$ cat config.mk
export PLATFORM = sky130hd
export DESIGN_NAME = evq_writer
export DESIGN_NICKNAME = d
export VERILOG_FILES = /design/src/rtl/evq_pkg.sv /design/src/rtl/evq_regs.sv /design/src/rtl/evq_issue.sv /design/src/rtl/evq_commit.sv /design/src/rtl/evq_writer.sv
export SDC_FILE = /design/constraint.sdc
export NUM_CORES = 1
export LEC_CHECK = 0
export BUFFER_PORTS_ARGS = -buffer_cell sky130_fd_sc_hd__buf_2
export CORE_AREA = 2 2 180 182
export DETAILED_ROUTE_END_ITERATION = 16
export DIE_AREA = 0 0 182 184
export PLACE_DENSITY = 0.69
export SYNTH_ARGS = -nofsm -noshare
export SYNTH_HDL_FRONTEND = slang
export SYNTH_HIERARCHICAL = 1
export SYNTH_SLANG_ARGS = --single-unit
$ cat constraint.sdc
create_clock -name clk -period 6.89 [get_ports clk]
set_clock_uncertainty 0.1 [all_clocks]
set_input_delay 1.378 -clock clk [delete_from_list [all_inputs] [get_ports clk]]
set_output_delay 1.378 -clock clk [all_outputs]
set_load 0.1 [all_outputs]
$ cat src/rtl/evq_pkg.sv
package evq_pkg;
    localparam int ADDR_W    = 64;
    localparam int REC_BYTES = 32;
    localparam int DATA_W    = REC_BYTES * 8;
    localparam int REC_SHIFT = $clog2(REC_BYTES);

    localparam logic [15:0] KIND_TX_DONE = 16'h0000;
    localparam logic [15:0] KIND_RX_DONE = 16'h0001;

    localparam logic [2:0] W_BASE_LO = 3'd0;
    localparam logic [2:0] W_BASE_HI = 3'd1;
    localparam logic [2:0] W_LOGSZ   = 3'd2;
    localparam logic [2:0] W_IRQ     = 3'd3;
    localparam logic [2:0] W_HEAD    = 3'd4;
    localparam logic [2:0] W_TAIL    = 3'd5;

    typedef enum logic [0:0] {
        S_IDLE  = 1'b0,
        S_ISSUE = 1'b1
    } evq_state_e;
endpackage

$ cat src/rtl/evq_regs.sv
module evq_regs
    import evq_pkg::*;
#(
    parameter int PTR_W = 16,
    parameter int LOG_W = 4
) (
    input  logic                 clk,
    input  logic                 rst_n,
    input  logic                 reg_we,
    input  logic [2:0]           reg_addr,
    input  logic [31:0]          reg_wdata,
    input  logic [PTR_W-1:0]     commit_head,
    output logic [31:0]          reg_rdata,
    output logic [ADDR_W-1:0]    base,
    output logic [LOG_W-1:0]     log_size,
    output logic [PTR_W-1:0]     tail,
    output logic                 head_load,
    output logic [PTR_W-1:0]     head_value
);
    logic [31:0] base_lo_q, base_hi_q, irq_q;

    always_ff @(posedge clk) begin
        if (!rst_n) begin
            base_lo_q <= '0;
            base_hi_q <= '0;
            irq_q     <= '0;
            log_size  <= '0;
            tail      <= '0;
        end else if (reg_we) begin
            unique case (reg_addr)
                W_BASE_LO: base_lo_q <= reg_wdata;
                W_BASE_HI: base_hi_q <= reg_wdata;
                W_LOGSZ:   log_size  <= reg_wdata[LOG_W-1:0];
                W_IRQ:     irq_q     <= reg_wdata;
                W_TAIL:    tail      <= reg_wdata[PTR_W-1:0];
                default:   ;
            endcase
        end
    end

    assign base       = {base_hi_q, base_lo_q};
    assign head_load  = reg_we && (reg_addr == W_HEAD);
    assign head_value = reg_wdata[PTR_W-1:0];

    always_comb begin
        reg_rdata = '0;
        unique case (reg_addr)
            W_BASE_LO: reg_rdata = base_lo_q;
            W_BASE_HI: reg_rdata = base_hi_q;
            W_LOGSZ:   reg_rdata = 32'(log_size);
            W_IRQ:     reg_rdata = irq_q;
            W_HEAD:    reg_rdata = 32'(commit_head);
            W_TAIL:    reg_rdata = 32'(tail);
            default:   reg_rdata = '0;
        endcase
    end
endmodule

$ cat src/rtl/evq_issue.sv
module evq_issue
    import evq_pkg::*;
#(
    parameter int PTR_W = 16,
    parameter int LOG_W = 4
) (
    input  logic                 clk,
    input  logic                 rst_n,
    input  logic                 post_valid,
    input  logic [15:0]          post_kind,
    input  logic [15:0]          post_origin,
    output logic                 post_ready,
    output logic                 dma_req_valid,
    input  logic                 dma_req_ready,
    output logic [ADDR_W-1:0]    dma_req_addr,
    output logic [PTR_W-1:0]     dma_req_tag,
    output logic [DATA_W-1:0]    dma_req_data,
    input  logic [ADDR_W-1:0]    base,
    input  logic [LOG_W-1:0]     log_size,
    input  logic [PTR_W-1:0]     tail,
    input  logic                 head_load,
    input  logic [PTR_W-1:0]     head_value,
    output logic [PTR_W-1:0]     issue_head,
    output logic                 err_kind
);
    evq_state_e state_q, state_d;

    logic [PTR_W:0]   ring_size;
    logic [PTR_W-1:0] slot_mask, slot, occupancy;
    logic             ring_full, kind_ok, take_good, take_bad, sent;
    logic [15:0]      kind_q, origin_q;

    assign ring_size = {{PTR_W{1'b0}}, 1'b1} << log_size;
    assign slot_mask = PTR_W'(ring_size - 1'b1);
    assign occupancy = issue_head - tail;
    assign ring_full = {1'b0, occupancy} >= ring_size;
    assign kind_ok   = (post_kind == KIND_TX_DONE) || (post_kind == KIND_RX_DONE);
    assign slot      = issue_head & slot_mask;

    // State register
    always_ff @(posedge clk) begin
        if (!rst_n) state_q <= S_IDLE;
        else        state_q <= state_d;
    end

    // Next state and outputs
    always_comb begin
        state_d       = state_q;
        post_ready    = 1'b0;
        dma_req_valid = 1'b0;
        take_good     = 1'b0;
        take_bad      = 1'b0;
        sent          = 1'b0;
        unique case (state_q)
            S_IDLE: begin
                post_ready = !ring_full;
                if (post_valid && !ring_full) begin
                    if (kind_ok) begin
                        take_good = 1'b1;
                        state_d   = S_ISSUE;
                    end else begin
                        take_bad  = 1'b1;
                    end
                end
            end
            S_ISSUE: begin
                dma_req_valid = 1'b1;
                if (dma_req_ready) begin
                    sent    = 1'b1;
                    state_d = S_IDLE;
                end
            end
            default: state_d = S_IDLE;
        endcase
    end

    always_ff @(posedge clk) begin
        if (!rst_n) begin
            issue_head <= '0;
            kind_q     <= '0;
            origin_q   <= '0;
            err_kind   <= 1'b0;
        end else begin
            if (head_load)  issue_head <= head_value;
            else if (sent)  issue_head <= issue_head + 1'b1;
            if (take_good) begin
                kind_q   <= post_kind;
                origin_q <= post_origin;
            end
            if (take_bad)   err_kind <= 1'b1;
        end
    end

    assign dma_req_tag  = issue_head;
    assign dma_req_addr = base + ({{(ADDR_W-PTR_W){1'b0}}, slot} << REC_SHIFT);
    assign dma_req_data = {{(DATA_W-32){1'b0}}, origin_q, kind_q};
endmodule

$ cat src/rtl/evq_commit.sv
module evq_commit #(
    parameter int PTR_W = 16
) (
    input  logic             clk,
    input  logic             rst_n,
    input  logic             dma_cpl_valid,
    input  logic [PTR_W-1:0] dma_cpl_tag,
    input  logic             head_load,
    input  logic [PTR_W-1:0] head_value,
    output logic [PTR_W-1:0] commit_head,
    output logic             msi_valid,
    output logic             err_order
);
    logic in_order;
    assign in_order = dma_cpl_tag == commit_head;

    always_ff @(posedge clk) begin
        if (!rst_n) begin
            commit_head <= '0;
            msi_valid   <= 1'b0;
            err_order   <= 1'b0;
        end else begin
            msi_valid <= dma_cpl_valid && in_order && !head_load;
            if (head_load)
                commit_head <= head_value;
            else if (dma_cpl_valid && in_order)
                commit_head <= commit_head + 1'b1;
            if (dma_cpl_valid && !in_order)
                err_order <= 1'b1;
        end
    end
endmodule

$ cat src/rtl/evq_writer.sv
module evq_writer
    import evq_pkg::*;
#(
    parameter int PTR_W = 16,
    parameter int LOG_W = 4,
    parameter int VEC_W = 5
) (
    input  logic                 clk,
    input  logic                 rst_n,
    input  logic                 reg_we,
    input  logic [2:0]           reg_addr,
    input  logic [31:0]          reg_wdata,
    output logic [31:0]          reg_rdata,
    input  logic                 post_valid,
    output logic                 post_ready,
    input  logic [15:0]          post_kind,
    input  logic [15:0]          post_origin,
    output logic                 dma_req_valid,
    input  logic                 dma_req_ready,
    output logic [ADDR_W-1:0]    dma_req_addr,
    output logic [PTR_W-1:0]     dma_req_tag,
    output logic [DATA_W-1:0]    dma_req_data,
    input  logic                 dma_cpl_valid,
    input  logic [PTR_W-1:0]     dma_cpl_tag,
    output logic                 msi_valid,
    output logic [VEC_W-1:0]     msi_vector,
    output logic                 err_kind,
    output logic                 err_order
);
    logic [ADDR_W-1:0] base;
    logic [LOG_W-1:0]  log_size;
    logic [PTR_W-1:0]  tail, head_value, commit_head, issue_head;
    logic              head_load;

    evq_regs #(.PTR_W(PTR_W), .LOG_W(LOG_W)) u_regs (
        .clk(clk), .rst_n(rst_n),
        .reg_we(reg_we), .reg_addr(reg_addr), .reg_wdata(reg_wdata),
        .commit_head(commit_head), .reg_rdata(reg_rdata),
        .base(base), .log_size(log_size), .tail(tail),
        .head_load(head_load), .head_value(head_value)
    );

    evq_issue #(.PTR_W(PTR_W), .LOG_W(LOG_W)) u_issue (
        .clk(clk), .rst_n(rst_n),
        .post_valid(post_valid), .post_kind(post_kind), .post_origin(post_origin),
        .post_ready(post_ready),
        .dma_req_valid(dma_req_valid), .dma_req_ready(dma_req_ready),
        .dma_req_addr(dma_req_addr), .dma_req_tag(dma_req_tag),
        .dma_req_data(dma_req_data),
        .base(base), .log_size(log_size), .tail(tail),
        .head_load(head_load), .head_value(head_value),
        .issue_head(issue_head), .err_kind(err_kind)
    );

    evq_commit #(.PTR_W(PTR_W)) u_commit (
        .clk(clk), .rst_n(rst_n),
        .dma_cpl_valid(dma_cpl_valid), .dma_cpl_tag(dma_cpl_tag),
        .head_load(head_load), .head_value(head_value),
        .commit_head(commit_head), .msi_valid(msi_valid), .err_order(err_order)
    );

    assign msi_vector = '0;
endmodule

Yosys cells after proc, flatten, opt, wreduce, memory -nomap -nowiden. Cells that the tools add are included.

Bits in registers: 184. Input bits: 89. Output and inout bits: 378. Word-level logic and storage cells: 64.

$add $sub $neg: 5. $lt $le $gt $ge: 1. Equal/unequal tests: 7. Shifts and indexed selects: 1. Mux-type cells: 17. Bitwise logic cells: 2. Reduce and logical (&&, ||, !) cells: 18.

Operator list (number): 32-bit one-hot mux with 6 select lines (1); 64-bit by 21-bit adder with 64-bit output (1); 16-bit 2-to-1 mux (4); 16-bit by 1-bit adder with 16-bit output, second input constant (2); 16-bit by 17-bit >= comparator with 1-bit output (1); 1-bit by 4-bit << shifter with 17-bit output, first input constant (1); 16-bit bitwise AND (1); 16-bit by 1-bit equality test with 1-bit output, second input constant (1); 16-bit equality test (1); 16-bit logical NOT (1); 16-bit by 1-bit subtractor with 16-bit output, second input constant (1); 16-bit subtractor (1); 1-bit 2-to-1 mux (11); 2-bit AND reduction (5); 3-bit by 2-bit equality test with 1-bit output, second input constant (2); 3-bit equality test, second input constant (2); 1-bit logical AND (5); 2-bit nonzero test (2); 3-bit by 1-bit equality test with 1-bit output, second input constant (1); 1-bit logical NOT (3); 3-bit logical NOT (1); 1-bit one-hot mux with 2 select lines (1); 1-bit logical OR (1); 1-bit NOT (1).

Depth between registers and ports, before layout.
Word-level depth: 6. Mapped depth: 19. Gate-level depth less buffers: 17.

Modules after synthesis. Netlist, hierarchy kept.

By module, submodules not included: evq_issue (times used 1, cells each 975, area each 7260.7 sq um, sequential area each 1001.0 sq um); evq_regs (times used 1, cells each 676, area each 5621.6 sq um, sequential area each 2322.2 sq um); evq_commit (times used 1, cells each 164, area each 1268.7 sq um, sequential area each 360.3 sq um); evq_writer (times used 1, cells each 6, area each 41.3 sq um, sequential area each 0.0 sq um).

Least setup slack after synthesis. No wires, ideal clock.

Kind: flip-flop to output port. Start point: register u_regs.log_size[1]. End point: output dma_req_addr[19]. Data arrival time: 6.505 ns. Required time: 5.412 ns. Path slack: -1.093 ns. Cell stages (with the launch flop): 17. Buffers on the path: 3. Cell sequence: dfxtp_1 buf_4 clkbuf_1 nor2_1 nand2_1 ha_1 clkbuf_1 nor2_1 mux2_2 a32oi_1 nor2_1 ha_1 a21o_1 a41oi_1 o21ai_1 o21a_1 o311ai_0.

Word-level cells in the longest chain between the ends: 4.

Ends and longest elaborated chain: start, declared (line evq_regs.sv:15) `output logic [LOG_W-1:0] log_size,`; start signal, assigned (line evq_regs.sv:33) `W_LOGSZ: log_size <= reg_wdata[LOG_W-1:0];`; 1-bit by 4-bit << shifter with 17-bit output (line evq_issue.sv:33) `assign ring_size = {{PTR_W{1'b0}}, 1'b1} << log_size;`; 16-bit by 1-bit subtractor with 16-bit output (line evq_issue.sv:34) `assign slot_mask = PTR_W'(ring_size - 1'b1);`; 16-bit bitwise AND (line evq_issue.sv:38) `assign slot = issue_head & slot_mask;`; 64-bit by 21-bit adder with 64-bit output (line evq_issue.sv:95) `assign dma_req_addr = base + ({{(ADDR_W-PTR_W){1'b0}}, slot} << REC_SHIFT);`; end, declared (line evq_writer.sv:20) `output logic [ADDR_W-1:0] dma_req_addr,`.

Every way passes these cells.

Worst setup path in the final report.
Start point: register u_regs.log_size[2]. End point: output dma_req_addr[37].

The elaborated chain is that of the path after synthesis.

==> impl_metrics.toml <==
[outcome]
outcome = "complete, no violations"

[placement]
post_dp_cell_area_sq_um = 14300
place_worst_setup_slack_ns = 0.433
hpwlAfterDp_um = 31500
placed_cells_incl_taps = 2332
globalplace.congestion = 0.912
place.port_buffers = 237

[cts]
max_clock_buf_depth = 2
ctsHoldBuffers = 0
cts.sink_count = 184
h_tree_levels = 4
clk_latency_ns = 0.45
cts_clock_pin_slew_for_the_worst_setup_and_hold_paths_ns = 0.08
cts_made_buffers = 17
tritoncts = "yes"
cts.repair_timing.setup_buffer_count = 0
post_cts.resized_instances = 1
cts_root_buffer_type = "sky130_fd_sc_hd__clkbuf_16"

[worst_setup_path]
timing_worst_setup_path_type = "reg2out"
critical_path_arrival_ns = 5.11
worstSetupStartpointType = "register"
crit_path_max_fanout = 16
critical_path.endpoint_type = "primary output"
critPathRequiredTime_ns = 5.41

[floorplanning]
core_sq_um = 31400
die-height_um = 184
starting_density_of_the_core_pct = 44.8
num_rows = 65
ioPinCount = 467
fp.dieArea_sq_um = 33500
dieWidth_um = 182

[detailed_routing]
vias_per_cell = 5.38
drc = 0
wl_um = 42900
drt_iter0_drc = 1221
detail-route-antenna-nets = 0
number_of_search_and_repair_iterations_in_the_first_detailed_routing_pass = 6
vias = 12718
wl_per_cell_um = 18.1

[pwr]
cellPowerDensity_nw_per_um2 = 214
finalPower_mw = 3.20
leakage_power_figure_nw = 6.85
max-vdd-ir-drop_v = 0.000170

[global_route]
initial_antenna_violation_count = 2
groute.usage.overall_pct = 24.3
grt_overflow_total = 0
grt_pass1_wl_um = 63500
vias_in_the_first_global_route = 11290
grt_start_max_net_pins = 116

[hold_path]
hp-class = "reg2reg"

[layout]
final_area_sq_um = 15000
layout.cells.non_filler = 2365
final_common_cell = "sky130_fd_sc_hd__nand2_1"
nNetsFinal = 2087
most-common-layout-cells = "sky130_fd_sc_hd__nand2_1 (347), sky130_fd_sc_hd__buf_2 (233), sky130_fd_sc_hd__conb_1 (230)"
multi_input_area_sq_um = 8730
drive_above_1_share_pct = 17.0
fillers = 3132
seqCellArea_sq_um = 3690
final_util_pct = 47.7
area_delta_synth_final_pct = 6.34

[yosys]
synth-warning-count = 6
synthesis.area_sq_um = 14100
number_of_cells_produced_by_synthesis = 1805
synth_area_per_cell_sq_um = 7.80

[sta]
final_min_period_over_clock_period_pct = 95.6
grt_setup_unrepaired = "no"
final-max-slew-violation-count = 0
max_slew.worst_pin.slew_ns = 1.17
slew_headroom_pct = 21.9
fmax_mhz = 152
worst_slack_ns = 0.305
timing.hold.ws_ns = 0.356
post-route-min-period_ns = 6.59
final_hold_viol_count = 0
setup-tns-final_ns = 0
finalSetupViolations = 0

[flow_run]
cap_viol_max_count = 0
where the power goes:
| part | internal, mW | switching, mW | total (mW) |
|---|---|---|---|
| Sequential | 1.09 | 0.0393 | 1.13 |
| Clock | 0.524 | 0.488 | 1.01 |
| Combinational | 0.162 | 0.897 | 1.06 |
critical path, cell delays in order, from the launching register on:
cell and delay, ns:
sky130_fd_sc_hd__dfxtp_1 0.45, sky130_fd_sc_hd__nor2_1 0.39, sky130_fd_sc_hd__nand2_1 0.14, sky130_fd_sc_hd__ha_1 0.38, sky130_fd_sc_hd__or2_2 0.38, sky130_fd_sc_hd__a21oi_1 0.14, sky130_fd_sc_hd__o21a_1 0.17, sky130_fd_sc_hd__ha_1 0.32
sky130_fd_sc_hd__inv_2 0.12, sky130_fd_sc_hd__o21bai_1 0.09, sky130_fd_sc_hd__a21oi_1 0.55, sky130_fd_sc_hd__or3_1 0.64, sky130_fd_sc_hd__a21oi_1 0.20, sky130_fd_sc_hd__xor2_1 0.21, sky130_fd_sc_hd__buf_2 0.45
final timing paths:
| path | startpoint | slack [ns] | cells after the start | to |
|---|---|---|---|---|
| setup / recovery | u_regs/log_size[2] | 0.30 | 14 | dma_req_addr[37] |
| hold / removal | u_regs/irq_q[10] | 0.36 | 2 | u_regs/irq_q[10] |
| setup reg to reg | u_issue/dma_req_tag[0] | 2.23 | 16 | u_issue/origin_q[11] |
| hold reg to reg | u_regs/irq_q[10] | 0.36 | 2 | u_regs/irq_q[10] |
cell type report:
cell class              count  area share [%]
multi-input cells        1455            58.3
clock buffers              18            2.93
inverters                  41            1.03
repair buffers            250            8.65
clock inverters            14            1.05
diodes                      1          0.0167
well taps                 402            3.36
flip-flops and latches    184            24.6
layer usage:
metal | global-route usage, % | part of all wire, % | up-vias
met5 | 0 | 0 | -
met4 | 9.19 | 3.1 | 0
met3 | 4.16 | 7.7 | 77
met2 | 41.5 | 48 | 620
met1 | 30.7 | 41 | 6039
li1 | - | - | 5982
state kept, by name (all words and copies together), names as in the netlist, 4 cells and up:
signal                flops
u_commit/commit_head     16
u_regs/log_size           4
u_regs/irq_q             32
u_issue/kind_q           16
u_regs/base_hi_q         32
u_regs/tail              16
u_regs/base_lo_q         32
u_issue/dma_req_tag      16
u_issue/origin_q         16
Note: power is estimated with default switching activity, not from simulation.
